<file path="src/rtl/can_irq_pkg.sv">
package can_irq_pkg;
  localparam int DATA_W = 8;
  localparam int ADDR_W = 3;
  localparam int POS_W  = 5;
  localparam int SEG_W  = 5;
  localparam int KIND_W = 2;
  localparam int ECAP_W = KIND_W + 1 + SEG_W;

  localparam int FB_RX    = 0;
  localparam int FB_TX    = 1;
  localparam int FB_WARN  = 2;
  localparam int FB_PRESC = 4;
  localparam int FB_PASS  = 5;
  localparam int FB_ARB   = 6;
  localparam int FB_BERR  = 7;

  localparam logic [DATA_W-1:0] EN_WR_MASK   = 8'hE7;
  localparam logic [DATA_W-1:0] STICKY_MASK  = 8'hE6;

  typedef enum logic [ADDR_W-1:0] {
    RA_FLAGS  = 3'd0,
    RA_ENABLE = 3'd1,
    RA_ARBCAP = 3'd2,
    RA_ERRCAP = 3'd3,
    RA_TIMING = 3'd4
  } reg_addr_e;
endpackage

</file>
<file path="src/rtl/capture_slot.sv">
module capture_slot #(
  parameter int W = 5
) (
  input  logic         clk,
  input  logic         rst_n,
  input  logic         hit_i,
  input  logic [W-1:0] value_i,
  input  logic         rearm_i,
  output logic         take_o,
  output logic [W-1:0] value_o
);
  logic         armed_q;
  logic [W-1:0] val_q;

  assign take_o  = hit_i & armed_q;
  assign value_o = val_q;

  always_ff @(posedge clk) begin
    if (!rst_n) begin
      armed_q <= 1'b1;
      val_q   <= '0;
    end else begin
      if (take_o) val_q <= value_i;
      if (rearm_i)     armed_q <= 1'b1;
      else if (take_o) armed_q <= 1'b0;
    end
  end


  capture_hold_chk: assert property (@(posedge clk) disable iff (!rst_n)
    !armed_q |=> $stable(val_q));


  capture_take_chk: assert property (@(posedge clk) disable iff (!rst_n)
    take_o |=> (val_q == $past(value_i)));
endmodule

</file>
<file path="src/rtl/irq_flags.sv">
module irq_flags
  import can_irq_pkg::*;
#(
  parameter int W = DATA_W
) (
  input  logic         clk,
  input  logic         rst_n,
  input  logic [W-1:0] set_i,
  input  logic [W-1:0] en_i,
  input  logic         clr_i,
  input  logic         rx_level_i,
  output logic [W-1:0] flags_o
);
  logic [W-1:0] sticky_q;

  for (genvar b = 0; b < W; b++) begin : g_bit
    if (STICKY_MASK[b]) begin : g_sticky
      always_ff @(posedge clk) begin
        if (!rst_n) sticky_q[b] <= 1'b0;
        else        sticky_q[b] <= (sticky_q[b] & ~clr_i) | (set_i[b] & en_i[b]);
      end


      flag_set_chk: assert property (@(posedge clk) disable iff (!rst_n)
        (set_i[b] && en_i[b]) |=> flags_o[b]);


      flag_clr_chk: assert property (@(posedge clk) disable iff (!rst_n)
        (clr_i && !(set_i[b] && en_i[b])) |=> !flags_o[b]);
    end else begin : g_const
      always_ff @(posedge clk) sticky_q[b] <= 1'b0;
    end
  end

  always_comb begin
    flags_o        = sticky_q;
    flags_o[FB_RX] = rx_level_i & en_i[FB_RX];
  end
endmodule

</file>
<file path="src/rtl/can_irq_capture.sv">
module can_irq_capture
  import can_irq_pkg::*;
(
  input  logic              clk,
  input  logic              rst_n,
  input  logic              init_mode_i,
  input  logic              rx_pending_i,
  input  logic              ev_tx_done_i,
  input  logic              ev_warn_i,
  input  logic              ev_passive_i,
  input  logic              ev_arb_lost_i,
  input  logic [POS_W-1:0]  ev_arb_pos_i,
  input  logic              ev_bus_err_i,
  input  logic [KIND_W-1:0] ev_err_kind_i,
  input  logic              ev_err_dir_i,
  input  logic [SEG_W-1:0]  ev_err_seg_i,
  input  logic [ADDR_W-1:0] reg_addr_i,
  input  logic              reg_wr_i,
  input  logic [DATA_W-1:0] reg_wdata_i,
  input  logic              reg_rd_i,
  output logic [DATA_W-1:0] reg_rdata_o,
  output logic              irq_o,
  output logic              prescale_x2_o
);
  logic [DATA_W-1:0] en_q;
  logic [DATA_W-1:0] flags;
  logic [DATA_W-1:0] set_vec;
  logic              arb_take, berr_take;
  logic [POS_W-1:0]  arb_cap;
  logic [ECAP_W-1:0] err_cap;
  logic              rd_flags, rd_arb, rd_err, cfg_wr_en, cfg_wr_tim;

  assign rd_flags   = reg_rd_i && (reg_addr_i == RA_FLAGS);
  assign rd_arb     = reg_rd_i && (reg_addr_i == RA_ARBCAP);
  assign rd_err     = reg_rd_i && (reg_addr_i == RA_ERRCAP);
  assign cfg_wr_en  = reg_wr_i && init_mode_i && (reg_addr_i == RA_ENABLE);
  assign cfg_wr_tim = reg_wr_i && init_mode_i && (reg_addr_i == RA_TIMING);

  always_ff @(posedge clk) begin
    if (!rst_n) begin
      en_q <= '0;
    end else if (cfg_wr_en) begin
      en_q <= (reg_wdata_i & EN_WR_MASK) | (en_q & ~EN_WR_MASK);
    end else if (cfg_wr_tim) begin
      en_q[FB_PRESC] <= reg_wdata_i[0];
    end
  end

  capture_slot #(.W(POS_W)) u_arb_slot (
    .clk     (clk),
    .rst_n   (rst_n),
    .hit_i   (ev_arb_lost_i),
    .value_i (ev_arb_pos_i),
    .rearm_i (rd_arb),
    .take_o  (arb_take),
    .value_o (arb_cap)
  );

  capture_slot #(.W(ECAP_W)) u_err_slot (
    .clk     (clk),
    .rst_n   (rst_n),
    .hit_i   (ev_bus_err_i),
    .value_i ({ev_err_kind_i, ev_err_dir_i, ev_err_seg_i}),
    .rearm_i (rd_err),
    .take_o  (berr_take),
    .value_o (err_cap)
  );

  always_comb begin
    set_vec          = '0;
    set_vec[FB_TX]   = ev_tx_done_i;
    set_vec[FB_WARN] = ev_warn_i;
    set_vec[FB_PASS] = ev_passive_i;
    set_vec[FB_ARB]  = arb_take;
    set_vec[FB_BERR] = berr_take;
  end

  irq_flags #(.W(DATA_W)) u_flags (
    .clk        (clk),
    .rst_n      (rst_n),
    .set_i      (set_vec),
    .en_i       (en_q),
    .clr_i      (rd_flags),
    .rx_level_i (rx_pending_i),
    .flags_o    (flags)
  );

  always_comb begin
    unique case (reg_addr_i)
      RA_FLAGS:  reg_rdata_o = flags;
      RA_ENABLE: reg_rdata_o = en_q;
      RA_ARBCAP: reg_rdata_o = DATA_W'(arb_cap);
      RA_ERRCAP: reg_rdata_o = DATA_W'(err_cap);
      RA_TIMING: reg_rdata_o = DATA_W'(en_q[FB_PRESC]);
      default:   reg_rdata_o = '0;
    endcase
  end

  assign irq_o         = |flags;
  assign prescale_x2_o = en_q[FB_PRESC];


  en_lock_chk: assert property (@(posedge clk) disable iff (!rst_n)
    (reg_wr_i && !init_mode_i) |=> $stable(en_q));


  presc_keep_chk: assert property (@(posedge clk) disable iff (!rst_n)
    (reg_wr_i && reg_addr_i == RA_ENABLE) |=> $stable(en_q[FB_PRESC]));


  event_wins_chk: assert property (@(posedge clk) disable iff (!rst_n)
    (rd_flags && ev_warn_i && en_q[FB_WARN]) |=> irq_o);


  berr_gate_chk: assert property (@(posedge clk) disable iff (!rst_n)
    (rd_flags && !berr_take) |=> !flags[FB_BERR]);
endmodule

</file>
<file path="config.mk">
export PLATFORM = sky130hd
export DESIGN_NAME = can_irq_capture
export DESIGN_NICKNAME = d
export VERILOG_FILES = /design/src/rtl/can_irq_pkg.sv /design/src/rtl/capture_slot.sv /design/src/rtl/irq_flags.sv /design/src/rtl/can_irq_capture.sv
export SDC_FILE = /design/constraint.sdc
export NUM_CORES = 1
export LEC_CHECK = 0
export BUFFER_PORTS_ARGS = -buffer_cell sky130_fd_sc_hd__buf_4
export CAP_MARGIN = 20
export CORE_MARGIN = 1.5
export CORE_UTILIZATION = 40
export CTS_CLUSTER_DIAMETER = 40
export DETAILED_ROUTE_END_ITERATION = 16
export PLACE_DENSITY = 0.67
export SYNTH_ARGS = -nofsm -noshare
export SYNTH_HDL_FRONTEND = slang
export SYNTH_SLANG_ARGS = --single-unit
export TNS_END_PERCENT = 50
</file>
<file path="constraint.sdc">
create_clock -name clk -period 1.1 [get_ports clk]
set_input_delay 0 -clock clk [delete_from_list [all_inputs] [get_ports clk]]
set_output_delay 0 -clock clk [all_outputs]
set_load 0.1 [all_outputs]
</file>
# == After elaboration in Yosys (flattened, before gate mapping) ==
# Index checks and enable logic that the tools add are counted.
# word_totals
ff_bits,28
inputBits,35
output_inout_bits,10
elab_cells,50
# classes
n_eq_ne,4
muxes,3
bitwise_logic,21
n_reduce_logical,11
# ops
cell,n
8-bit one-hot mux with 5 select lines,1
1-bit AND,13
8-bit by 5-bit bitwise OR with 8-bit output,1
"3-bit by 2-bit == test with 1-bit output, second input constant",2
1-bit logical AND,6
6-bit OR reduction,1
1-bit bitwise OR,5
2-bit OR reduction,2
"3-bit by 1-bit == test with 1-bit output, second input constant",1
"3-bit == test, second input constant",1
3-bit logical NOT,1
1-bit 2-to-1 mux,2
1-bit NOT,2
2-bit nonzero test,1

# == Depth between registers and ports, before layout ==
# logic_depth
word_depth,5
ltp_mapped,5
mapped_depth_nobuf,3

# == Cells and area by module ==
# A second synthesis with hierarchy kept.
# unflattened
hier_cells,164
hier_area_um2,1472.7
# by_module_without_submodules
mod,n_inst,cells_each,area_each_um2,seq_area_each_um2
can_irq_capture,1,73,613.1,140.1
capture_slot (u_err_slot),1,41,396.6,180.2
capture_slot (u_arb_slot),1,26,250.2,120.1
irq_flags,1,24,212.7,100.1

# == Worst setup path before layout ==
# OpenSTA, ideal clock, no wires.
# synth_timing
path_type,in2out
from,input port reg_addr_i[0]
to,output port reg_rdata_o[3]
t_arrival_ns,2.646
required_time_ns,1.100
path_slack_ns,-1.546
cell_stages,4
path_buffers,2
path_cell_list,buf_2 > buf_4 > mux2i_1 > nor3b_1
# synth_via
elab_chain_len,2
elab_cells_between_ends,6
cone_classes,eq/ne: 4; mux: 1; reduce/logical: 1
# synth_lines
item,line_no,text
"start, declared",can_irq_capture.sv:17,"input logic [ADDR_W-1:0] reg_addr_i,"
3-bit == test (tied with other cells),can_irq_capture.sv:89,unique case (reg_addr_i)
8-bit one-hot mux with 5 select lines (*),can_irq_capture.sv:89,
"end, declared",can_irq_capture.sv:21,"output logic [DATA_W-1:0] reg_rdata_o,"
# Mark *: on every way between the ends. The rest lies on a longest branch, timed or not.

# == Worst setup path in the final report ==
# layout_timing
from,register u_err_slot.val_q[2] (netlist: u_err_slot.value_o[2])
to,output port reg_rdata_o[2]
# layout_via
elab_chain_len,1
# layout_lines
item,line_no,text
"start, declared",capture_slot.sv:13,logic [W-1:0] val_q;
"start signal, assigned",capture_slot.sv:23,if (take_o) val_q <= value_i;
8-bit one-hot mux with 5 select lines,can_irq_capture.sv:89,
# No other way between the ends.

==> results.sh <==
export IMPL_tightest_slew_ps=337.1
export IMPL_path_clk_slew_ps=150
export IMPL_die_area_um2=3611
export IMPL_worstPathRequired_ps=1100
export IMPL_die_height_um=60.09
export IMPL_fin_setup_tns_ps=-1949
export IMPL_max_slew_margin_rel_pct=77.47
export IMPL_initial_core_util_pct=42.36
export IMPL_io_buffers=42
export IMPL_n_antenna_cell=0
export IMPL_grt_use_met2_pct=39.13
export IMPL_synth_edf_count=0
export IMPL_leakagePower_nw=0.8872
export IMPL_final_nets=253
export IMPL_arrival_ps=1450
export IMPL_netlist_top_cells_area="dfxtp_1 (41%), mux2i_1 (9.2%), nand2_1 (9.2%)"
export IMPL_drc=0
export IMPL_vias=1308
export IMPL_h_tree_depth=1
export IMPL_first_iter_violations=29
export IMPL_die_width_um=60.09
export IMPL_synth_ff_type="dfxtp_1"
export IMPL_report_final_slew_viol_count=0
export IMPL_antenna_found_initial=0
export IMPL_setup_viol_count_final=9
export IMPL_grt_max_degree=20
export IMPL_hold_class="primary input to register"
export IMPL_avgSynthCellArea_um2=9.117
export IMPL_ir_worst_vdd_mv=0.7621
export IMPL_run_status="complete, but fails checks"
export IMPL_cts_root_buf="clkbuf_4"
export IMPL_p_per_area_nw_per_um2=882.4
export IMPL_ys_types=28
export IMPL_synth_net_count=178
export IMPL_crit_path_max_fanout=2
export IMPL_coreArea_um2=3078
export IMPL_drtPass1Iterations=3
export IMPL_cap_viol_max_count=0
export IMPL_multi_input_area_um2=858.3
export IMPL_fin_ws_ps=-351.1
export IMPL_wl_per_cell_um=14.30
export IMPL_failed_checks="negative hold slack, negative setup slack"
export IMPL_timing_final_crit_share_pct=131.9
export IMPL_syn_to_final_growth_pct=73.70
export IMPL_first_global_vias=1332
export IMPL_dp_final_hpwl_mm=2.499
export IMPL_drt_vias_per_instance=5.011
export IMPL_synth_area_leader_cell="dfxtp_1"
export IMPL_synthArstFlopShare_pct=0
export IMPL_hold_viol=2
export IMPL_start_kind="register"
export IMPL_cts_tree="built"
export IMPL_endpoint_kind="output port"
export IMPL_clock_sinks=27
export IMPL_synth_cells=143
export IMPL_insertion_delay_ps=330
export IMPL_synth_top_cell_area_share_pct=41.46
export IMPL_place_ws_ps=-16.23
export IMPL_antenna_left=0
export IMPL_grt_use_met3_pct=2.381
export IMPL_grt_use_total_pct=22.23
export IMPL_syn_area_um2=1304
export IMPL_max_freq_mhz=689.1
export IMPL_grt_setup_unrepaired="yes"
export IMPL_busiest_layer="met2"
export IMPL_crit_type="register to output port"
export IMPL_grt_pass1_wl_mm=5.913
export IMPL_final_layout_size_suffix_gt1_share_pct=43.32
export IMPL_drt_wl_total_mm=3.731
export IMPL_synth_warnings=0
export IMPL_yosys_register_bits=27
export IMPL_cts_buffer_depth=2
export IMPL_cts_buffers=3
export IMPL_fillers=233
export IMPL_period_minus_slack_ps=1451
export IMPL_synth_yosys_seq_area_share_pct=41.46
export IMPL_clock_skew_ps=6.902
export IMPL_ios=45
export IMPL_whs_ps=-2.300
export IMPL_grtUsageMet1_pct=26.33
export IMPL_overflow=0
export IMPL_ff_latch_area_um2=561.8
export IMPL_rows=20
export IMPL_gp_congestion=0.7446
-- logic make-up after synthesis --
| logic type | after synthesis | synth area share, % |
|---|---|---|
| buffers and inverters | 9 | 3.071 |
| AOI/OAI and AO/OA | 27 | 15.45 |
| muxes | 15 | 13.53 |
| DFF | 27 | 41.46 |
| and+or+nand+nor | 65 | 26.49 |
-- critical path, cell delays in order (launching register included) --
cell     delay, ps
dfxtp_2        350
mux4_2         460
nor2b_4        150
buf_12         160
-- state kept, by name (all words and copies together) (netlist names) --
name and flops:
u_err_slot.value_o 8, u_arb_slot.armed_q 1, u_err_slot.armed_q 1, u_flags.flags_o 5, en_q 7, u_arb_slot.value_o 5
-- layout make-up --
type                       count  share of cell area (%)
tap                           44                   2.431
timing repair buffer          79                   33.70
multi-input combinational    107                   37.90
clock buffer                   4                   1.160
sequential                    27                   24.81
-- layer usage --
metal  share of wire, %  wire (um)  vias up
met2                 52       1954       31
met1                 42       1572      606
li1                   -          -      663
met5                  0          0        -
met4                2.7        100        0
met3                2.8        103        8
-- worst paths after layout --
path                                      start                                 end  slack [ps]  depth (start not counted)
min reg2reg  u_err_slot.value_o[1]$_SDFFE_PN0N_  u_err_slot.value_o[1]$_SDFFE_PN0N_         470                          2
min                                       rst_n                en_q[4]$_SDFFE_PN0P_          -2                          3
max reg2reg     u_arb_slot.armed_q$_SDFFE_PP1N_  u_arb_slot.value_o[0]$_SDFFE_PN0N_         200                          3
max          u_err_slot.value_o[2]$_SDFFE_PN0N_                      reg_rdata_o[2]        -350                          3
-- power by group --
| part | internal (mW) | total [mW] | switching, mW |
|---|---|---|---|
| clock | 0.142 | 0.445 | 0.302 |
| sequential | 1.01 | 1.04 | 0.0253 |
| combinational | 0.265 | 0.517 | 0.252 |
| total | 1.42 | 2.00 | 0.579 |
-- cells in the final DEF, fill, tap and decap left out, types with 2 or more instances in the layout --
cell type / n
nand3b_1: 3
mux4_2: 2
nand3_1: 15
a21boi_0: 13
mux2i_2: 3
clkbuf_4: 3
a2bb2oi_2: 3
o21ai_0: 2
nor2b_4: 2
nand2b_1: 2
dlygate4sd3_1: 25
buf_4: 45
nor2_4: 3
dfxtp_2: 8
a32o_1: 3
mux2i_1: 9
nand2_2: 2
nor4b_2: 2
nand2_1: 29
dfxtp_1: 16
buf_12: 8
dfxtp_4: 3
-- synthesized netlist by cell type (all sizes together), types with 2 or more instances --
cell type  instances
nand2             32
mux4               2
nor2b              3
buf                4
mux2i             12
dfxtp             27
a21oi              2
nand2b             2
a32o               3
nor4b              3
nor2               3
clkbuf             5
a21boi            13
o21ai              3
nand3             15
a2bb2oi            3
nand3b             3
-- per-stage QoR --
| step | hold WS, ps | cells | power (mW) | cell area (um2) | util [%] |
|---|---|---|---|---|---|
| 6_report | -2.300 | 261 | 1.998 | 2265 | 73.58 |
| 2_1_floorplan | 142.1 | 143 | 1.294 | 1376 | - |
| 5_1_grt | -10.26 | 261 | 2.089 | 2265 | 73.58 |
| 3_3_place_gp | 255.8 | 231 | 1.450 | 1788 | 58.09 |
| 4_1_cts | 6.766 | 261 | 1.991 | 2215 | 71.95 |
| 3_5_place_dp | 258.2 | 231 | 1.459 | 1788 | 58.09 |
-- what timing repair did --
item,CTS,global route
buffers inserted,1,0
setup endpoints to repair,9,15
resized for setup,37,17
hold buffers,25,0
endpoints found under the hold margin,25,0
pin swaps,1,2
(Power assumes the default switching activity.)
